**config.mk**
```make
export PLATFORM = sky130hd
export DESIGN_NAME = keyed_watchdog
export DESIGN_NICKNAME = d
export VERILOG_FILES = /design/src/rtl/keyed_wdg_pkg.sv /design/src/rtl/keyed_wdg_key.sv /design/src/rtl/keyed_wdg_timer.sv /design/src/rtl/keyed_wdg_regs.sv /design/src/rtl/keyed_watchdog.sv
export SDC_FILE = /design/constraint.sdc
export NUM_CORES = 1
export LEC_CHECK = 0
export BUFFER_PORTS_ARGS = -buffer_cell sky130_fd_sc_hd__buf_4
export CAP_MARGIN = 20
export CORE_MARGIN = 5
export CORE_UTILIZATION = 25
export CTS_BUF_LIST = sky130_fd_sc_hd__clkbuf_16
export DETAILED_ROUTE_END_ITERATION = 12
export PLACE_DENSITY = 0.41
export SYNTH_ARGS = -nofsm -noshare
export SYNTH_HDL_FRONTEND = slang
export SYNTH_SLANG_ARGS = --single-unit
```
**constraint.sdc**
```tcl
create_clock -name clk_i -period 3.2 [get_ports clk_i]
set_input_delay 0.16 -clock clk_i [delete_from_list [all_inputs] [get_ports clk_i]]
set_output_delay 0.16 -clock clk_i [all_outputs]
set_load 0.01 [all_outputs]
```
**src/rtl/keyed_wdg_pkg.sv**
```systemverilog
package keyed_wdg_pkg;

  typedef enum logic [1:0] {
    REG_CTRL = 2'd0,
    REG_SVC  = 2'd1,
    REG_VEC  = 2'd2,
    REG_STS  = 2'd3
  } reg_sel_e;

  localparam int unsigned CTRL_EN   = 7;
  localparam int unsigned CTRL_RSTM = 6;
  localparam int unsigned CTRL_SELH = 4;
  localparam int unsigned CTRL_SELL = 3;
  localparam int unsigned CTRL_PRE  = 2;
  localparam logic [7:0]  CTRL_KEEP = 8'hDC;

  localparam int unsigned STS_HARD  = 7;
  localparam int unsigned STS_WDOG  = 5;
  localparam logic [7:0]  STS_KEEP  = 8'hA0;
  localparam logic [7:0]  STS_INIT  = 8'h80;

  localparam logic [7:0]  VEC_INIT  = 8'h0F;
  localparam logic [7:0]  KEY_FIRST = 8'h55;
  localparam logic [7:0]  KEY_LAST  = 8'hAA;
  localparam logic [2:0]  WDG_LEVEL = 3'd7;

  typedef struct packed {
    logic       en;
    logic       rst_mode;
    logic [1:0] sel;
    logic       pre_en;
  } wdg_cfg_t;

endpackage

```
**src/rtl/keyed_wdg_key.sv**
```systemverilog
module keyed_wdg_key
  import keyed_wdg_pkg::*;
(
  input  logic       clk_i,
  input  logic       rst_ni,
  input  logic       wr_i,
  input  logic [7:0] data_i,
  output logic       svc_o
);

  logic armed_q;

  assign svc_o = wr_i && armed_q && (data_i == KEY_LAST);

  // any service write re-evaluates the arm; only the first key arms
  always_ff @(posedge clk_i or negedge rst_ni) begin
    if (!rst_ni)   armed_q <= 1'b0;
    else if (wr_i) armed_q <= (data_i == KEY_FIRST);
  end

  a_r6_foreign_disarms: assert property (@(posedge clk_i) disable iff (!rst_ni)
    (wr_i && data_i != KEY_FIRST) |=> !svc_o);

endmodule

```
**src/rtl/keyed_wdg_timer.sv**
```systemverilog
module keyed_wdg_timer
  import keyed_wdg_pkg::*;
#(
  parameter int unsigned BASE_LOG2 = 10,
  parameter int unsigned STEP_LOG2 = 2,
  parameter int unsigned PRE_LOG2  = 9
) (
  input  logic     clk_i,
  input  logic     rst_ni,
  input  wdg_cfg_t cfg_i,
  input  logic     svc_i,
  output logic     irq_o,
  output logic     rst_req_o
);

  localparam int unsigned NUM_SEL = 4;
  localparam int unsigned CNT_W   = BASE_LOG2 + (NUM_SEL - 1) * STEP_LOG2;

  logic [CNT_W-1:0]    lim_tab [NUM_SEL];
  logic [CNT_W-1:0]    lim, cnt_q;
  logic [PRE_LOG2-1:0] pre_q;
  logic                tick, irq_q, rst_req_q;

  for (genvar g = 0; g < NUM_SEL; g++) begin : g_lim
    assign lim_tab[g] = {CNT_W{1'b1}} >> (STEP_LOG2 * (NUM_SEL - 1 - g));
  end

  assign lim  = lim_tab[cfg_i.sel];
  assign tick = cfg_i.en && (!cfg_i.pre_en || (pre_q == {PRE_LOG2{1'b1}}));

  always_ff @(posedge clk_i or negedge rst_ni) begin
    if (!rst_ni) begin
      cnt_q     <= '0;
      pre_q     <= '0;
      irq_q     <= 1'b0;
      rst_req_q <= 1'b0;
    end else if (!cfg_i.en) begin
      cnt_q     <= '0;
      pre_q     <= '0;
      irq_q     <= 1'b0;
      rst_req_q <= 1'b0;
    end else begin
      rst_req_q <= 1'b0;
      if (svc_i) begin
        cnt_q <= '0;
        pre_q <= '0;
        irq_q <= 1'b0;
      end else begin
        pre_q <= pre_q + 1'b1;
        if (tick) begin
          if (cnt_q == lim) begin
            cnt_q <= '0;
            if (cfg_i.rst_mode) rst_req_q <= 1'b1;
            else                irq_q     <= 1'b1;
          end else begin
            cnt_q <= cnt_q + 1'b1;
          end
        end
      end
    end
  end

  assign irq_o     = irq_q;
  assign rst_req_o = rst_req_q;

  a_r7_irq_held: assert property (@(posedge clk_i) disable iff (!rst_ni)
    (irq_q && !svc_i) |=> irq_q);

  a_r8_single_pulse: assert property (@(posedge clk_i) disable iff (!rst_ni)
    rst_req_q |=> !rst_req_q);

  a_r2_idle_quiet: assert property (@(posedge clk_i) disable iff (!rst_ni)
    !cfg_i.en |=> (!irq_q && !rst_req_q));

  a_r8_no_irq_in_rst_mode: assert property (@(posedge clk_i) disable iff (!rst_ni)
    (cfg_i.rst_mode && !irq_q) |=> !irq_q);

endmodule

```
**src/rtl/keyed_wdg_regs.sv**
```systemverilog
module keyed_wdg_regs
  import keyed_wdg_pkg::*;
(
  input  logic       clk_i,
  input  logic       rst_ni,
  input  logic       we_i,
  input  logic [1:0] addr_i,
  input  logic [7:0] wdata_i,
  input  logic       wdog_rst_i,
  output wdg_cfg_t   cfg_o,
  output logic       svc_wr_o,
  output logic [7:0] vec_o,
  output logic [7:0] rdata_o
);

  logic [7:0] ctrl_q, vec_q, sts_q, sts_clr, sts_set;
  logic       wr_ctrl, wr_vec, wr_sts;

  assign wr_ctrl  = we_i && (reg_sel_e'(addr_i) == REG_CTRL);
  assign svc_wr_o = we_i && (reg_sel_e'(addr_i) == REG_SVC);
  assign wr_vec   = we_i && (reg_sel_e'(addr_i) == REG_VEC);
  assign wr_sts   = we_i && (reg_sel_e'(addr_i) == REG_STS);

  assign sts_clr = wr_sts ? (wdata_i & STS_KEEP) : 8'h00;
  assign sts_set = wdog_rst_i ? (8'h01 << STS_WDOG) : 8'h00;

  always_ff @(posedge clk_i or negedge rst_ni) begin
    if (!rst_ni) begin
      ctrl_q <= 8'h00;
      vec_q  <= VEC_INIT;
      sts_q  <= STS_INIT;
    end else begin
      // locked after enable until hard reset
      if (wr_ctrl && !ctrl_q[CTRL_EN]) ctrl_q <= wdata_i & CTRL_KEEP;
      if (wr_vec) vec_q <= wdata_i;
      sts_q <= (sts_q & ~sts_clr) | sts_set;
    end
  end

  assign cfg_o.en       = ctrl_q[CTRL_EN];
  assign cfg_o.rst_mode = ctrl_q[CTRL_RSTM];
  assign cfg_o.sel      = ctrl_q[CTRL_SELH:CTRL_SELL];
  assign cfg_o.pre_en   = ctrl_q[CTRL_PRE];
  assign vec_o          = vec_q;

  always_comb begin
    unique case (reg_sel_e'(addr_i))
      REG_CTRL: rdata_o = ctrl_q;
      REG_SVC:  rdata_o = 8'h00;
      REG_VEC:  rdata_o = vec_q;
      REG_STS:  rdata_o = sts_q;
      default:  rdata_o = 8'h00;
    endcase
  end

  a_r9_ctrl_locked: assert property (@(posedge clk_i) disable iff (!rst_ni)
    ctrl_q[CTRL_EN] |=> $stable(ctrl_q));

  a_r8_flag_recorded: assert property (@(posedge clk_i) disable iff (!rst_ni)
    wdog_rst_i |=> sts_q[STS_WDOG]);

  a_r10_zero_write_keeps: assert property (@(posedge clk_i) disable iff (!rst_ni)
    (!wr_sts && !wdog_rst_i) |=> $stable(sts_q));

endmodule

```
**src/rtl/keyed_watchdog.sv**
```systemverilog
module keyed_watchdog
  import keyed_wdg_pkg::*;
#(
  parameter int unsigned BASE_LOG2 = 10,
  parameter int unsigned STEP_LOG2 = 2,
  parameter int unsigned PRE_LOG2  = 9
) (
  input  logic       clk_i,
  input  logic       rst_ni,
  input  logic       we_i,
  input  logic [1:0] addr_i,
  input  logic [7:0] wdata_i,
  output logic [7:0] rdata_o,
  output logic       irq_o,
  output logic [2:0] irq_level_o,
  output logic [7:0] irq_vector_o,
  output logic       rst_req_o
);

  wdg_cfg_t cfg;
  logic     svc_wr, svc, wdog_rst;

  keyed_wdg_regs i_regs (
    .clk_i      (clk_i),
    .rst_ni     (rst_ni),
    .we_i       (we_i),
    .addr_i     (addr_i),
    .wdata_i    (wdata_i),
    .wdog_rst_i (wdog_rst),
    .cfg_o      (cfg),
    .svc_wr_o   (svc_wr),
    .vec_o      (irq_vector_o),
    .rdata_o    (rdata_o)
  );

  keyed_wdg_key i_key (
    .clk_i  (clk_i),
    .rst_ni (rst_ni),
    .wr_i   (svc_wr),
    .data_i (wdata_i),
    .svc_o  (svc)
  );

  keyed_wdg_timer #(
    .BASE_LOG2 (BASE_LOG2),
    .STEP_LOG2 (STEP_LOG2),
    .PRE_LOG2  (PRE_LOG2)
  ) i_timer (
    .clk_i     (clk_i),
    .rst_ni    (rst_ni),
    .cfg_i     (cfg),
    .svc_i     (svc),
    .irq_o     (irq_o),
    .rst_req_o (wdog_rst)
  );

  assign rst_req_o   = wdog_rst;
  assign irq_level_o = WDG_LEVEL;

  a_r5_key_clears: assert property (@(posedge clk_i) disable iff (!rst_ni)
    svc |=> (!irq_o && !rst_req_o));

endmodule

```
==> reports/summary.txt <==
die boundary height: 104 um
via count of the first global-routing pass: 1628
met3 routing resource usage after global routing: 0.0279
dpl hpwl: 3.40 mm
post-synthesis cell type with the largest combined area: sky130_fd_sc_hd__dfrtp_1
nets@finish: 262
Worst Setup Slack post-DPL: 0.693 ns
clock tree skew after final layout: 0.00582 ns
unrepaired setup endpoints after global routing: false
leakage power of the design: 1.24 nW
final hold vios: 0
post-synthesis instance total: 214
count of buffers inserted at the top-level ports: 30
Critical Path Start Type: flip-flop
total of flip-flops plus latches after synthesis: 43
number of vias per cell after detailed routing: 4.61
Worst Setup Slack, final: 0.709 ns
drt first pass iters: 4
Max transition margin: 0.619
library cell used as clock root buffer: sky130_fd_sc_hd__clkbuf_16
synth-to-layout area growth: 21.6%
run status: finished, final reports clean
vias: 1637
Data arrival, critical path: 2.65 ns
multi-input logic area: 1070 um^2
highest achievable clock rate: 401 MHz
global routing met1 resource utilization: 0.132
CP max stage cell: sky130_fd_sc_hd__or4_1
netlist area before placement: 2210 um^2
critical path peak fanout: 8
asr flop ratio synth: 1.00
placeable core region: 8680 um^2
number of filler instances in the final layout: 922
share of layout cells above drive strength 1: 0.227
Chip Width: 104 um
proportion of netlist area held by the largest area contributor: 0.431
Worst path max stage delay: 0.53 ns
effective utilization at floorplan: 0.254
required time reported for the critical path endpoint: 3.36 ns
ys flop type: sky130_fd_sc_hd__dfrtp_1
worst path cell trace: ha_1, nand3_1, nor2_1, and3_1, ha_1, nor2b_1, or4_1, nand3b_1, nand2b_1, nor2_1
global route total overflow: 0
top cell family by delay on the critical path: simple AND/OR/NAND/NOR gates
post-synth cell types: 46
CTS Buf Count: 5
pwr/cell area: 602 nW/um^2
Die Area: 10800 um^2
wire length of the first global-routing pass: 8.49 mm
Post-Synthesis Mean Instance Area: 10.3 um^2
cells taking the most area after synthesis: sky130_fd_sc_hd__dfrtp_1 (43%), sky130_fd_sc_hd__mux2_2 (6.1%), sky130_fd_sc_hd__dfstp_2 (6.0%), sky130_fd_sc_hd__nor2_1 (4.8%), sky130_fd_sc_hd__xor2_1 (4.4%)
total count of max-transition violations in the final report: 0
met2 track utilization from global routing: 0.140
aggregate negative setup slack: 0 ns
routability-driven placement congestion ratio: 0.685
maximum level of the CTS H-tree: 2
Detailed Route Iter0 Violations: 64
Worst Setup End Kind: flip-flop
number of antenna violations at the first check in global routing: 0
gr busiest metal: met2
clock transition time at the flip-flop clock pins of the worst setup and hold paths: 0.06 ns
# clock sinks: 43
Avg WL per Cell: 13.7 um
number of standard-cell rows in the floorplan: 34
largest net degree at the start of global routing: 44
Hold/Removal Path Class: input pin to flip-flop
Overall Global Routing Usage: 0.0947
post-detailed-route DRC marker count: 0
yosys synthesis warning count: 0
Tcrit/Tclk final: 0.778
number of failing setup endpoints in the final timing report: 0
register area share after synthesis: 0.491
sequential cell area: 1080 um^2
CTS tree: yes
buffer depth of the longest clock path: 2
clock network latency to the later pin of the worst-skew pair: 0.28 ns
I/O pins: 34
Worst Setup Path Type: flip-flop to flip-flop
number of max-cap violations: 0
Post-synth EDFFs: 0
combined buffer and inverter count along the critical path: 0
min Tclk post-route: 2.49 ns
number of routed nets with antenna violations: 0
maximum vdd ir drop: 0.302 mV
slew at the pin closest to its max-slew limit: 0.572 ns
post-detailed-routing wire length: 4.86 mm
antenna cells: 0
metrics by stage:
stage | hold slack (ns) | cell area [um^2] | total power, W | util | cells
3_5_place_dp | 0.204 | 2530 | 0.00115 | 0.292 | 346
2_1_floorplan | -0.136 | 2210 | 0.00101 | - | 216
4_1_cts | 0.0697 | 2680 | 0.00165 | 0.309 | 355
6_report | 0.0727 | 2680 | 0.00161 | 0.309 | 355
5_1_grt | 0.0796 | 2680 | 0.00173 | 0.309 | 355
3_3_place_gp | 0.205 | 2530 | 0.00115 | 0.292 | 346
metal layers:
metal | up-vias | wire length, um
met1 | 785 | 2470
met5 | - | 0
met4 | 0 | 55
met3 | 5 | 207
li1 | 821 | -
met2 | 26 | 2120
report_power, final:
group / total (W) / switching, W / internal [W]
clock network: 0.000481 / 0.000200 / 0.000281
logic: 0.000369 / 0.000185 / 0.000184
registers: 0.000764 / 0.000109 / 0.000656
total: 0.00161 / 0.000493 / 0.00112
registers in the layout, summed over array words and instances (netlist names):
register and cells:
i_timer.rst_req_o 1, i_timer.pre_q 9, i_regs.sts_q 2, i_key.armed_q 1, i_timer.cnt_q 16, i_regs.vec_o 8, i_timer.irq_o 1, i_regs.ctrl_q 5
cell usage in the layout (no fill, tap or decap), types with 4 or more instances in the layout:
master | Yosys | layout
sky130_fd_sc_hd__mux2i_1 | 5 | 5
sky130_fd_sc_hd__dfrtp_1 | 38 | 38
sky130_fd_sc_hd__nor2b_1 | 4 | 4
sky130_fd_sc_hd__nand4_1 | 8 | 8
sky130_fd_sc_hd__buf_4 | 3 | 31
sky130_fd_sc_hd__nor2_1 | 28 | 28
sky130_fd_sc_hd__clkbuf_16 | 0 | 5
sky130_fd_sc_hd__xor2_1 | 11 | 11
sky130_fd_sc_hd__inv_1 | 5 | 6
sky130_fd_sc_hd__dfstp_2 | 5 | 5
sky130_fd_sc_hd__nand3_1 | 9 | 9
sky130_fd_sc_hd__a21oi_1 | 5 | 5
sky130_fd_sc_hd__nand2_1 | 19 | 19
sky130_fd_sc_hd__and3_1 | 4 | 4
sky130_fd_sc_hd__mux2_2 | 12 | 12
path summary, 6_finish.rpt:
check | start | to | slack [ns] | depth (start not counted)
worst max-delay path | i_timer.pre_q[0] | i_timer.cnt_q[14] | 0.71 | 10
worst min-delay path | we_i | i_regs.sts_q[7] | 0.07 | 2
worst max register to register | i_timer.pre_q[0] | i_timer.cnt_q[14] | 0.71 | 10
worst min register to register | i_regs.sts_q[7] | i_regs.sts_q[7] | 0.44 | 2
max in group asynchronous | rst_ni | i_timer.cnt_q[7] | 2.38 | 2
min in group asynchronous | rst_ni | i_regs.ctrl_q[7] | 0.43 | 2
cell families after synthesis:
family | synth area share
AO/OA/AOI/OAI | 0.0845
XOR/XNOR | 0.0556
adder cells (fa/ha/maj) | 0.0170
buffers and inverters | 0.0295
flip-flops | 0.491
multiplexers | 0.0839
other | 0.00170
AND/OR/NAND/NOR | 0.237
synthesized netlist by cell type (5+ instances only):
| master | n |
|---|---|
| sky130_fd_sc_hd__nand2_1 | 19 |
| sky130_fd_sc_hd__mux2_2 | 12 |
| sky130_fd_sc_hd__xor2_1 | 11 |
| sky130_fd_sc_hd__nand4_1 | 8 |
| sky130_fd_sc_hd__mux2i_1 | 5 |
| sky130_fd_sc_hd__a21oi_1 | 5 |
| sky130_fd_sc_hd__dfstp_2 | 5 |
| sky130_fd_sc_hd__nor2_1 | 28 |
| sky130_fd_sc_hd__nand3_1 | 9 |
| sky130_fd_sc_hd__dfrtp_1 | 38 |
| sky130_fd_sc_hd__inv_1 | 5 |
timing repair:
| item | in CTS | in global routing |
|---|---|---|
| endpoints found under the hold margin | 38 | 0 |
| setup buffers | 0 | 0 |
| hold buffers | 1 | 0 |
| resized for setup | 0 | 0 |
cell type report:
class                      count  share of cell area
sequential                    43               0.404
tap                          108              0.0504
clock buffer                   5              0.0467
inverter                       5             0.00700
timing repair buffer          32              0.0905
multi-input combinational    159               0.398
clock inverter                 3             0.00420
No activity file was read; power rests on OpenSTA's default activity.
